### src/rtl/lcdbias_pkg.sv
package lcdbias_pkg;

    localparam int BYTE_W = 8;
    localparam int DAC_W  = 5;
    localparam int CNT_W  = $clog2(BYTE_W);
    localparam logic [6:0] SLAVE_ADDR = 7'b0101100;
    localparam logic [DAC_W-1:0] DAC_MID = DAC_W'(1) << (DAC_W - 1);
    localparam logic [CNT_W-1:0] LAST_BIT = CNT_W'(BYTE_W - 1);

    typedef enum logic [2:0] {
        ST_IDLE,
        ST_ADDR,
        ST_ADDR_ACK,
        ST_WDATA,
        ST_WDATA_ACK,
        ST_RDATA,
        ST_RDATA_ACK
    } bus_state_e;

    typedef struct packed {
        logic run;
        logic lcd;
    } bank_t;

    typedef struct packed {
        logic             sel;
        bank_t            bank;
        logic [DAC_W-1:0] code;
    } wr_byte_t;

    localparam bank_t OPR_RST = '{run: 1'b1, lcd: 1'b1};
    localparam bank_t SUS_RST = '{run: 1'b0, lcd: 1'b0};

    function automatic logic [BYTE_W-1:0] make_status(
        input logic             pg,
        input logic             down,
        input logic [DAC_W-1:0] code
    );
        return {pg & ~down, 2'b00, code};
    endfunction

endpackage

### src/rtl/lcdbias_line_sync.sv
module lcdbias_line_sync #(
    parameter int STAGES = 2,
    parameter int LINES  = 2
) (
    input  logic             clk,
    input  logic             rst,
    input  logic [LINES-1:0] raw_i,
    output logic [LINES-1:0] sync_o
);

    generate
        for (genvar g = 0; g < LINES; g++) begin : g_line
            logic [STAGES-1:0] chain;
            always_ff @(posedge clk) begin
                if (rst) chain <= '1;
                else     chain <= {chain[STAGES-2:0], raw_i[g]};
            end
            assign sync_o[g] = chain[STAGES-1];
        end
    endgenerate

endmodule

### src/rtl/lcdbias_smb_engine.sv
module lcdbias_smb_engine
    import lcdbias_pkg::*;
(
    input  logic              clk,
    input  logic              rst,
    input  logic              scl_s,
    input  logic              sda_s,
    input  logic [BYTE_W-1:0] status_i,
    output logic              sda_pull_o,
    output logic              wr_en_o,
    output wr_byte_t          wr_byte_o
);

    logic scl_q, sda_q;
    logic scl_rise, scl_fall, start_det, stop_det;

    bus_state_e        state;
    logic [CNT_W-1:0]  cnt;
    logic              got8;
    logic              rw;
    logic [BYTE_W-1:0] sh;

    always_ff @(posedge clk) begin
        if (rst) begin
            scl_q <= 1'b1;
            sda_q <= 1'b1;
        end else begin
            scl_q <= scl_s;
            sda_q <= sda_s;
        end
    end

    assign scl_rise  =  scl_s & ~scl_q;
    assign scl_fall  = ~scl_s &  scl_q;
    assign start_det =  scl_s &  scl_q &  sda_q & ~sda_s;
    assign stop_det  =  scl_s &  scl_q & ~sda_q &  sda_s;

    always_ff @(posedge clk) begin
        if (rst) begin
            state      <= ST_IDLE;
            cnt        <= '0;
            got8       <= 1'b0;
            rw         <= 1'b0;
            sh         <= '0;
            sda_pull_o <= 1'b0;
            wr_en_o    <= 1'b0;
        end else begin
            wr_en_o <= 1'b0;
            if (start_det) begin
                state      <= ST_ADDR;
                cnt        <= '0;
                got8       <= 1'b0;
                sda_pull_o <= 1'b0;
            end else if (stop_det) begin
                state      <= ST_IDLE;
                got8       <= 1'b0;
                sda_pull_o <= 1'b0;
            end else begin
                unique case (state)
                    ST_ADDR, ST_WDATA: begin
                        if (scl_rise) begin
                            sh  <= {sh[BYTE_W-2:0], sda_s};
                            cnt <= cnt + CNT_W'(1);
                            if (cnt == LAST_BIT) got8 <= 1'b1;
                        end else if (scl_fall && got8) begin
                            got8 <= 1'b0;
                            cnt  <= '0;
                            if (state == ST_ADDR) begin
                                if (sh[BYTE_W-1:1] == SLAVE_ADDR) begin
                                    rw         <= sh[0];
                                    state      <= ST_ADDR_ACK;
                                    sda_pull_o <= 1'b1;
                                end else begin
                                    state <= ST_IDLE;
                                end
                            end else begin
                                state      <= ST_WDATA_ACK;
                                sda_pull_o <= 1'b1;
                            end
                        end
                    end
                    ST_ADDR_ACK: begin
                        if (scl_fall) begin
                            cnt <= '0;
                            if (rw) begin
                                sh         <= status_i;
                                sda_pull_o <= ~status_i[BYTE_W-1];
                                state      <= ST_RDATA;
                            end else begin
                                sda_pull_o <= 1'b0;
                                state      <= ST_WDATA;
                            end
                        end
                    end
                    ST_WDATA_ACK: begin
                        if (scl_fall) begin
                            wr_en_o    <= 1'b1;
                            sda_pull_o <= 1'b0;
                            state      <= ST_IDLE;
                        end
                    end
                    ST_RDATA: begin
                        if (scl_fall) begin
                            if (cnt == LAST_BIT) begin
                                sda_pull_o <= 1'b0;
                                state      <= ST_RDATA_ACK;
                            end else begin
                                cnt        <= cnt + CNT_W'(1);
                                sh         <= {sh[BYTE_W-2:0], 1'b0};
                                sda_pull_o <= ~sh[BYTE_W-2];
                            end
                        end
                    end
                    ST_RDATA_ACK: begin
                        if (scl_fall) state <= ST_IDLE;
                    end
                    default: state <= ST_IDLE;
                endcase
            end
        end
    end

    assign wr_byte_o = wr_byte_t'(sh);

    // while acknowledging a matched address the line is held low
    assert_addr_ack_drive_R1: assert property (@(posedge clk) disable iff (rst)
        (state == ST_ADDR_ACK) |-> sda_pull_o);

    // an idle or aborted engine never holds the data line
    assert_idle_release_R11: assert property (@(posedge clk) disable iff (rst)
        (state == ST_IDLE) |-> !sda_pull_o);

    // a commit is issued only as the transfer closes
    assert_commit_closes_R12: assert property (@(posedge clk) disable iff (rst)
        wr_en_o |-> (state == ST_IDLE));

endmodule

### src/rtl/lcdbias_cfg_regs.sv
module lcdbias_cfg_regs
    import lcdbias_pkg::*;
(
    input  logic              clk,
    input  logic              rst,
    input  logic              wr_en_i,
    input  wr_byte_t          wr_byte_i,
    input  logic              susp_n_i,
    input  logic              pgood_i,
    output logic              shdn_o,
    output logic              lcd_pull_o,
    output logic [DAC_W-1:0]  dac_o,
    output logic [BYTE_W-1:0] status_o
);

    bank_t            opr_q, sus_q, act;
    logic [DAC_W-1:0] dac_q;

    always_ff @(posedge clk) begin
        if (rst) begin
            opr_q <= OPR_RST;
            sus_q <= SUS_RST;
            dac_q <= DAC_MID;
        end else if (wr_en_i) begin
            if (wr_byte_i.sel) opr_q <= wr_byte_i.bank;
            else               sus_q <= wr_byte_i.bank;
            dac_q <= wr_byte_i.code;
        end
    end

    assign act        = susp_n_i ? opr_q : sus_q;
    assign shdn_o     = ~act.run;
    assign lcd_pull_o = pgood_i & act.lcd & act.run;
    assign dac_o      = dac_q;
    assign status_o   = make_status(pgood_i, shdn_o, dac_q);

    // code survives shutdown and bank changes
    assert_dac_hold_R7: assert property (@(posedge clk) disable iff (rst)
        !wr_en_i |=> $stable(dac_q));

    // a write aimed at one bank leaves the other alone
    assert_bank_opr_R3: assert property (@(posedge clk) disable iff (rst)
        (wr_en_i && wr_byte_i.sel) |=> $stable(sus_q));
    assert_bank_sus_R3: assert property (@(posedge clk) disable iff (rst)
        (wr_en_i && !wr_byte_i.sel) |=> $stable(opr_q));

    // the LCD line is never pulled while shut down
    assert_lcd_gate_R9: assert property (@(posedge clk) disable iff (rst)
        lcd_pull_o |-> (!shdn_o && pgood_i));

endmodule

### src/rtl/lcdbias_smb_cfg.sv
module lcdbias_smb_cfg
    import lcdbias_pkg::*;
#(
    parameter int SYNC_STAGES = 2
) (
    input  logic             clk,
    input  logic             rst,
    input  logic             scl_i,
    input  logic             sda_i,
    output logic             sda_pull_o,
    input  logic             susp_n_i,
    input  logic             pgood_i,
    output logic             shdn_o,
    output logic             lcd_pull_o,
    output logic [DAC_W-1:0] dac_code_o
);

    logic [1:0]        sync_lines;
    logic              wr_en;
    wr_byte_t          wr_byte;
    logic [BYTE_W-1:0] status;

    lcdbias_line_sync #(
        .STAGES (SYNC_STAGES),
        .LINES  (2)
    ) u_sync (
        .clk    (clk),
        .rst    (rst),
        .raw_i  ({scl_i, sda_i}),
        .sync_o (sync_lines)
    );

    lcdbias_smb_engine u_engine (
        .clk        (clk),
        .rst        (rst),
        .scl_s      (sync_lines[1]),
        .sda_s      (sync_lines[0]),
        .status_i   (status),
        .sda_pull_o (sda_pull_o),
        .wr_en_o    (wr_en),
        .wr_byte_o  (wr_byte)
    );

    lcdbias_cfg_regs u_regs (
        .clk        (clk),
        .rst        (rst),
        .wr_en_i    (wr_en),
        .wr_byte_i  (wr_byte),
        .susp_n_i   (susp_n_i),
        .pgood_i    (pgood_i),
        .shdn_o     (shdn_o),
        .lcd_pull_o (lcd_pull_o),
        .dac_o      (dac_code_o),
        .status_o   (status)
    );

endmodule

### config.mk
export PLATFORM = sky130hd
export DESIGN_NAME = lcdbias_smb_cfg
export DESIGN_NICKNAME = d
export VERILOG_FILES = /design/src/rtl/lcdbias_pkg.sv /design/src/rtl/lcdbias_line_sync.sv /design/src/rtl/lcdbias_smb_engine.sv /design/src/rtl/lcdbias_cfg_regs.sv /design/src/rtl/lcdbias_smb_cfg.sv
export SDC_FILE = /design/constraint.sdc
export NUM_CORES = 1
export LEC_CHECK = 0
export ABC_AREA = 1
export BUFFER_PORTS_ARGS = -buffer_cell sky130_fd_sc_hd__buf_4
export CAP_MARGIN = 10
export CORE_ASPECT_RATIO = 0.7
export CORE_MARGIN = 2
export CORE_UTILIZATION = 30
export DETAILED_ROUTE_END_ITERATION = 8
export GPL_ROUTABILITY_DRIVEN = 0
export PLACE_DENSITY_LB_ADDON = 0.3
export SLEW_MARGIN = 20
export SYNTH_ARGS = -nofsm -noshare
export SYNTH_HDL_FRONTEND = slang
export SYNTH_SLANG_ARGS = --single-unit
export TNS_END_PERCENT = 5
### constraint.sdc
create_clock -name clk -period 1.75 [get_ports clk]
set_clock_uncertainty 0.2 [all_clocks]
set_input_delay 0.2625 -clock clk [delete_from_list [all_inputs] [get_ports clk]]
set_output_delay 0.2625 -clock clk [all_outputs]
set_load 0.02 [all_outputs]
==> results of run 1 <==
==> kinds of logic after synthesis <==
kind of cell               Yosys count
AOI/OAI and AO/OA                   39
and+or+nand+nor                    144
DFF                                 33
adders and majority gates            2
buffers and inverters               39
==> repair_timing <==
item / 4_1_cts / 5_1_grt
gates resized for setup: 1 / 28
pin swaps: 2 / 8
buffers inserted: 1 / 2
cloned: 0 / 0
endpoints found under the hold margin: 5 / 0
setup endpoints to repair: 4 / 17
hold buffers: 5 / 0
==> final timing paths <==
check             cells after the start                   endpoint  slack [ps]                      start
hold reg to reg                       1  u_sync.g_line[0].chain[1]         220  u_sync.g_line[0].chain[0]
setup / recovery                      9      u_engine.wr_byte_o[1]         100            u_engine.cnt[1]
hold / removal                        3  u_sync.g_line[0].chain[0]         160                        rst
setup reg to reg                      9      u_engine.wr_byte_o[1]         100            u_engine.cnt[1]
==> state kept, by name (all words and copies together), names as in the netlist <==
name,cells
u_regs.sus_q,2
u_engine.scl_q,1
u_sync.g_line.chain,4
u_regs.dac_o,5
u_engine.sda_q,1
u_regs.opr_q,2
u_engine.wr_en_o,1
u_engine.state,3
u_engine.rw,1
u_engine.wr_byte_o,8
u_engine.sda_pull_o,1
u_engine.got8,1
u_engine.cnt,3
==> stage by stage <==
stage	TNS [ps]	std cells	instance area [µm²]	setup slack, ps
after global routing	-31.2	370	2250	-31.2
after floorplan	0	257	1710	194
after CTS	0	368	2150	0.505
after global placement	0	354	2000	38.5
after detailed placement	0	354	2000	4.50
final	0	370	2250	101
==> critical path: stages, from the launching register on <==
cell	delay [ps]
dfxtp_2	340
ha_4	160
ha_4	160
inv_2	60
a21oi_2	60
nor2_2	140
nand2_4	120
buf_6	140
o21ai_2	120
nor2_1	60
==> synthesized netlist by cell type <==
master	number
nand2_1	70
nor2_1	40
dfxtp_1	33
inv_1	28
o21ai_0	16
a21oi_1	12
nand3_1	11
nand2_2	6
o21ai_1	6
or2_2	4
inv_2	3
nor2_4	3
nor3_1	3
buf_2	2
buf_6	2
clkbuf_1	2
ha_1	2
nand3_2	2
nor2_2	2
o211ai_1	2
a211oi_1	1
a31oi_1	1
clkbuf_8	1
inv_6	1
nand2_4	1
nand4_1	1
nor4_1	1
o31ai_1	1
==> routing by layer <==
| layer | track usage [%] | up-vias |
|---|---|---|
| met5 | 0 | - |
| met4 | 5.98 | 0 |
| met3 | 4.07 | 4 |
| met2 | 18.8 | 39 |
| met1 | 21.5 | 705 |
| li1 | - | 886 |
==> layout make-up <==
type                            instances  area share [%]
Clock buffer                            6            3.67
Clock inverter                          2           0.611
Inverter                               32            5.56
Multi-Input combinational cell        185            41.1
Sequential cell                        33            29.6
Tap cell                               72            4.00
Timing Repair Buffer                   40            15.5
==> power by group through the flow <==
stage	registers (mW)	logic, mW	clock network [mW]
floorplan	0.796	0.0969	0
detailed placement	0.798	0.145	0
global route	0.785	0.188	0.674
global placement	0.798	0.144	0
finish	0.783	0.166	0.616
CTS	0.781	0.155	0.639
==> metrics.txt, run 1 <==
count of final max-slew check failures 0; DR WL/cell ~11 µm; post-synthesis simple-gate area fraction 37.2%; CP required 1730 ps; DR WL met3 ~220 µm; layout cells sized above 1 between 20% and 30%; number of global-route vias before repair ~1,500; Setup crit end kind flip-flop; Synthesized Nets about 270; FF/Latch Area between 600 and 700 µm²; DRT met1 WL 2.24 mm; crit-path max FO 7; DRC viols 0; post-layout util a little over two fifths; cell row count 22; Post-Synth XOR/XNOR Area 0%; n_diodes 0; DPL Wire Length 2.97 mm; most common cell after layout, fill and taps aside nand2_1; WP data arrival approximately 1600 ps; Post-DRT Antenna Nets 0; max-cap violations 0; clock root cell clkbuf_8; total die area around 6300 µm²; top cell type's share of synthesized area 38.7%; most frequent cells in the layout nand2_1 (69), nor2_1 (38), buf_4 (29); total wire length approximately 4 mm; clock network power share roughly 39%; power after layout 1.56 mW; combinational power share 10.6%; synthesis warning total 0; CTS Buffer Depth 2; Mapped Cells between 200 and 300; Cell Area, Synth about 1700 µm²; area of the multi-input gates a little over 900 µm²; fillers 583; Least-Margin Pin Slew 284 ps; DRT Pass-1 Iters 4; switching share of total power 25.7%; total gr overflow 0; first-pass GRT wire length between 6 and 7 mm; largest family of logic cells by synthesized area simple AND/OR/NAND/NOR gates; Top Metal Used met4; Worst-Skew Late Latency ~290 ps; Final Cycle Share 94.3%; Synth Register Bits 33; DR WL met2 about 1.5 mm; synthesized area per cell approximately 6.6 µm²; RSZ-0062 raised after global routing true; H-Tree Level Count 2; clock period minus worst slack approximately 1600 ps; P_int 1.16 mW; CTS Buf Count 5; clk sink count 33; dominant cells by area after synthesis dfxtp_1 (39%), nand2_1 (15%), nor2_1 (8.8%), inv_1 (6.2%), o21ai_0 (4.7%); via count between 1,500 and 2,000; Worst Setup Path Type flip-flop to flip-flop; Port Buf Inserts 13; status finished, final reports clean; leakage around 1.1 nW; die height ~67 µm; WHS approximately 160 ps; core area 5370 µm²; CTS tree built; PwrDens 695 nW/µm²; sequential area share after synthesis 38.7%; worst vdd ir between 0.0004 and 0.0005 V; Initial Utilization a little under a third; All-Layer GR Usage about 14%; # setup viols final 0; worst min-delay path category input pin to flip-flop; crit start category flip-flop; Synth cell types 28; I/O pins 14; area grow syn2layout 32.0%; fmax 606 MHz; DR vias/cell around 4.4; die span in x 94.2 µm; compound-gate portion of the synthesized area between 10% and 20%; worst rel slew slack between 80% and 90%; sequential power share approximately half; initial antenna violation count 0; Reg clk slew, reported paths 70 ps; Synth area leader dfxtp_1; final hold violation count 0; Post-Synth Adder-Cell Area 1.47%; DRT iter0 DRCs 86; final net count between 300 and 400; Sw Pwr around 400 µW; largest net degree at the start of global routing 22; multiplexer share of the synthesized area 0%
Note: power is estimated with default switching activity, not from simulation.
==> inputs of run 2 (changes only) <==
- CORE_ASPECT_RATIO: 0.7 -> unset
- CORE_UTILIZATION: 30 -> 51
- CTS_BUF_LIST: unset -> sky130_fd_sc_hd__clkbuf_2 sky130_fd_sc_hd__clkbuf_4 sky130_fd_sc_hd__clkbuf_8
==> run 2 against run 1 <==
Effect of this change:
- sequential share of layout area grew 1.6 points
- sequential power is essentially flat
- core utilization rose by 23 points
- die area shrank 39%
- critical path depth unchanged
- power fell by 11%
- clock-buffer cell count did not move
- sequential cell count unchanged
- setup slack worse by 36 ps
- combinational power decreased by 5%
- register-to-register slack worse by 40 ps
- non-clock buffer count is 4 lower
- critical path type unchanged
- critical endpoint is now u_engine.wr_byte_o[6]
- largest power group unchanged
==> metrics.txt, run 2 (synthesized netlist as in run 1, its figures left out) <==
status finished, final reports clean (unchanged); All-Layer GR Usage 22.5% (was 14.3%); clock root cell clkbuf_4 (was clkbuf_8); I/O pins 14 (unchanged); crit path cell chain buf_4 -> nor2_4 -> nand2_1 -> nand2_1 -> nor2_1 -> nand2_2 -> buf_4 -> a21oi_1 -> nor2_1 (was ha_4 -> ha_4 -> inv_2 -> a21oi_2 -> nor2_2 -> nand2_4 -> buf_6 -> o21ai_2 -> nor2_1); count of final max-slew check failures 0 (unchanged); DPL Wire Length 2.68 mm (was 2.97 mm); fillers 292 (was 583); area grow syn2layout 25.1% (was 32.0%); initial antenna violation count 0 (unchanged); DRT Pass-1 Iters 4 (unchanged); total gr overflow 0 (unchanged); cell row count 21 (was 22); DR vias/cell 4.90 (was 4.42); DR WL/cell 11.5 µm (was 10.8 µm); RSZ-0062 raised after global routing true (unchanged); final net count 301 (was 305); Hold Path Depth 1 (was 3); Largest register FFs 8 (unchanged); DRT iter0 DRCs 51 (was 86); CTS Buf Count 5 (unchanged); Max stage delay on crit path 380 ps (was 340 ps); worst vdd ir 0.000442 V (was 0.000417 V); core area 3280 µm² (was 5370 µm²); most common cell after layout, fill and taps aside nand2_1 (unchanged); die height 61.8 µm (was 67.1 µm); total die area 3820 µm² (was 6320 µm²); Slowest-stage cell, CP dfxtp_2 (unchanged); WP data arrival 1740 ps (was 1630 ps); worst path bufs/invs 2 (unchanged); Post-DRT Antenna Nets 0 (unchanged); CP required 1810 ps (was 1730 ps); Port Buf Inserts 13 (unchanged); max-cap violations 0 (unchanged); total wire length 3.88 mm (was 4.00 mm); number of global-route vias before repair 1,447 (was 1,462); clk sink count 33 (unchanged); Setup crit end kind flip-flop (unchanged); # setup viols final 0 (unchanged); final hold violation count 0 (unchanged); most frequent cells in the layout nand2_1 (70), nor2_1 (40), dfxtp_1 (28) (was nand2_1 (69), nor2_1 (38), buf_4 (29)); PwrDens 656 nW/µm² (was 695 nW/µm²); clock period minus worst slack 1680 ps (was 1650 ps); Final Cycle Share 96.3% (was 94.3%); die span in x 61.8 µm (was 94.2 µm); Worst-Skew Late Latency 350 ps (was 290 ps); Initial Utilization 52.0% (was 31.8%); via count 1,660 (was 1,634); CTS tree built (unchanged); n_diodes 0 (unchanged); post-layout util 65.0% (was 42.0%); CTS Buffer Depth 2 (unchanged); Worst Setup Path Type flip-flop to flip-flop (unchanged); DRC viols 0 (unchanged); largest net degree at the start of global routing 22 (unchanged); crit-path max FO 8 (was 7); first-pass GRT wire length 6.15 mm (was 6.87 mm); worst rel slew slack 75.9% (was 80.8%); TNS Setup 0 ps (unchanged); crit start category flip-flop (unchanged); layout cells sized above 1 25.6% (was 27.2%); Stages on worst setup path 9 (unchanged); Least-Margin Pin Slew 360 ps (was 284 ps); fmax 593 MHz (was 606 MHz); cell family with most CP delay simple AND/OR/NAND/NOR gates (was flip-flops); worst r2r path cells 9 (unchanged); worst min-delay path category flip-flop to flip-flop (was input pin to flip-flop); Reg clk slew, reported paths 110 ps (was 70 ps); leakage 1.05 nW (was 1.10 nW); H-Tree Level Count 2 (unchanged)
run 2: what timing repair did:
item,4_1_cts,5_1_grt
buffers inserted,0,3
setup endpoints to repair,0,19
hold buffers,5,0
resized for setup,0,27
endpoints found under the hold margin,5,0
run 2: final timing paths:
path                            slack, ps                         to                       from
worst min register to register        220  u_sync.g_line[0].chain[1]  u_sync.g_line[0].chain[0]
worst min-delay path                  220  u_sync.g_line[0].chain[1]  u_sync.g_line[0].chain[0]
worst max-delay path                   70      u_engine.wr_byte_o[6]          u_engine.state[2]
worst max register to register         70      u_engine.wr_byte_o[6]          u_engine.state[2]
run 2: per-layer routing:
layer	global-route usage, %	wire (µm)
met5	0	0
met2	33.2	1700
met4	12.8	123
met1	30.3	1900
met3	4.76	161
run 2: power by group:
group / internal [mW] / switching (mW)
logic: 0.0688 / 0.0879
registers: 0.770 / 0.0152
clock network: 0.188 / 0.271
run 2: per-stage QoR:
step / std cells / power [mW] / area, µm² / hold WS, ps / setup slack [ps]
finish: 339 / 1.40 / 2130 / 225 / 65.1
global route: 339 / 1.46 / 2130 / 239 / -55.0
CTS: 336 / 1.39 / 2030 / 226 / 7.02
detailed placement: 324 / 0.936 / 1920 / 197 / 33.9
global placement: 324 / 0.932 / 1920 / 193 / -3.46
floorplan: 257 / 0.893 / 1710 / 135 / 194
run 2: cell type report:
class	count	area (µm²)	share of cell area, %
Inverter	32	128	5.98
Timing Repair Buffer	36	303	14.2
Sequential cell	33	667	31.2
Clock inverter	1	7.51	0.352
Multi-Input combinational cell	185	921	43.1
Clock buffer	6	51.3	2.40
Tap cell	46	57.6	2.70
==> inputs of run 3 (changes only) <==
- RECOVER_POWER: unset -> 25
==> run 3 against run 2 <==
Effect of this change:
- clock power hardly changed
- global-route usage stayed put
- sequential cell count stayed put
- setup slack better by 4.9 ps
- first-iteration DRC count is 2.0% lower
- critical path depth stayed put
- non-clock buffer count stayed put
- cell count stayed put
- largest cell class unchanged
==> metrics.txt, run 3 (synthesized netlist as in run 1, its figures left out) <==
PwrDens 660 nW/µm² (was 656 nW/µm²); total wire length 3.90 mm (was 3.88 mm); DRT Pass-1 Iters 4 (unchanged); DR vias/cell 4.92 (was 4.90); worst r2r path cells 9 (unchanged); crit start category flip-flop (unchanged); RR Startpoint u_engine.state[2] (unchanged); Least-Margin Pin Slew 359 ps (was 360 ps); clock root cell clkbuf_4 (unchanged); I/O pins 14 (unchanged); initial antenna violation count 0 (unchanged); final hold violation count 0 (unchanged); core area 3280 µm² (unchanged); TNS Setup 0 ps (unchanged); area grow syn2layout 24.2% (was 25.1%); die span in x 61.8 µm (unchanged); Post-DRT Antenna Nets 0 (unchanged); fillers 295 (was 292); count of final max-slew check failures 0 (unchanged); CTS tree built (unchanged); worst vdd ir 0.000445 V (was 0.000442 V); All-Layer GR Usage 22.5% (unchanged); most common cell after layout, fill and taps aside nand2_1 (unchanged); first-pass GRT wire length 6.15 mm (unchanged); worst min-delay path category flip-flop to flip-flop (unchanged); Largest register FFs 8 (unchanged); worst reg2reg endpoint u_engine.wr_byte_o[6] (unchanged); WHS Endpoint u_sync.g_line[0].chain[1] (unchanged); DRC viols 0 (unchanged); DPL Wire Length 2.68 mm (unchanged); clock period minus worst slack 1680 ps (about the same); Post-Place Cell Area 1920 µm² (unchanged); pre-CTS setup slack 33.9 ps (unchanged); Worst-Skew Late Latency 350 ps (about the same); Worst Setup Path Type flip-flop to flip-flop (unchanged); Initial Utilization 52.0% (unchanged); # setup viols final 0 (unchanged); Final Instance Area 2120 µm² (was 2130 µm²); fmax 595 MHz (was 593 MHz); via count 1,667 (was 1,660); total gr overflow 0 (unchanged); leakage 1.04 nW (was 1.05 nW); n_diodes 0 (unchanged); DRT iter0 DRCs 50 (was 51); layout cells sized above 1 24.6% (was 25.6%); largest net degree at the start of global routing 22 (unchanged); Reg clk slew, reported paths 110 ps (about the same); post-layout util 64.5% (was 65.0%); die height 61.8 µm (unchanged); max-cap violations 0 (unchanged); Hold Path Depth 1 (unchanged); Port Buf Inserts 13 (unchanged); fin cells 339 (unchanged); Setup crit end kind flip-flop (unchanged); WHS 224 ps (was 225 ps); H-Tree Level Count 2 (unchanged); crit-path max FO 8 (unchanged); status finished, final reports clean (unchanged); total die area 3820 µm² (unchanged); HP Start u_sync.g_line[0].chain[0] (unchanged); CTS Buffer Depth 2 (unchanged); Placed Instances 324 (unchanged); clk sink count 33 (unchanged); Final Cycle Share 96.0% (was 96.3%); final net count 301 (unchanged); r2r setup slk 70 ps (about the same); CP required 1810 ps (about the same); most frequent cells in the layout nand2_1 (70), nor2_1 (40), dfxtp_1 (28) (unchanged); CTS Buf Count 5 (unchanged); cell row count 21 (unchanged); WP data arrival 1740 ps (about the same); worst rel slew slack 76.1% (was 75.9%); power after layout 1.40 mW (about the same); DR WL/cell 11.5 µm (about the same); final worst slack 70.0 ps (was 65.1 ps); RSZ-0062 raised after global routing true (unchanged); number of global-route vias before repair 1,447 (unchanged)
run 3: cell count changes in the layout (fill, tap and decap cells not counted):
cell / change
clkbuf_1: +3
buf_6: -1
buf_4: -2
run 3: where the power goes:
part / switching [mW] / internal [mW] / leakage, nW / total, mW
Clock: 0.272 / 0.188 / 0.0303 / 0.460
Combinational: 0.0877 / 0.0659 / 0.736 / 0.154
Sequential: 0.0153 / 0.770 / 0.270 / 0.785
run 3: layout make-up:
class                      count  area [µm²]  share of cell area (%)
multi-input combinational    185         921                    43.4
sequential                    33         667                    31.5
timing repair buffer          36         288                    13.6
inverter                      32         128                    6.02
tap                           46        57.6                    2.72
clock buffer                   6        51.3                    2.42
clock inverter                 1        7.51                   0.354
run 3: worst max-delay path by stage:
stage | to | startpoint | slack, ps
6_report | u_engine.wr_byte_o[6] | u_engine.state[2] | 70
3_3_place_gp | u_engine.cnt[0] | u_engine.state[0] | -3
5_1_grt | u_engine.wr_byte_o[2] | u_engine.state[2] | -50
4_1_cts | u_engine.cnt[1] | u_engine.state[0] | 7
2_1_floorplan | u_engine.wr_byte_o[7] | u_engine.cnt[0] | 190
3_5_place_dp | u_engine.wr_byte_o[5] | u_engine.cnt[0] | 30
run 3: critical path: stages, from the launching register on:
cell and delay, ps:
dfxtp_2 380, buf_4 170, nor2_4 50, nand2_1 90, nand2_1 90, nor2_1 140, nand2_2 150, buf_4 180
a21oi_1 110, nor2_1 40
run 3: repair_timing:
action	4_1_cts	5_1_grt
setup buffers	0	3
setup endpoints to repair	0	19
endpoints found under the hold margin	5	0
hold buffers	5	0
gates resized for setup	0	27
run 3: per-layer routing:
metal  part of all wire (%)  global-route usage, %  vias to the layer above
met3                    4.3                   4.76                       12
met1                     50                   30.3                      740
li1                       -                      -                      879
met2                     43                   33.2                       36
met4                    2.8                   12.8                        0
met5                      0                      0                        -
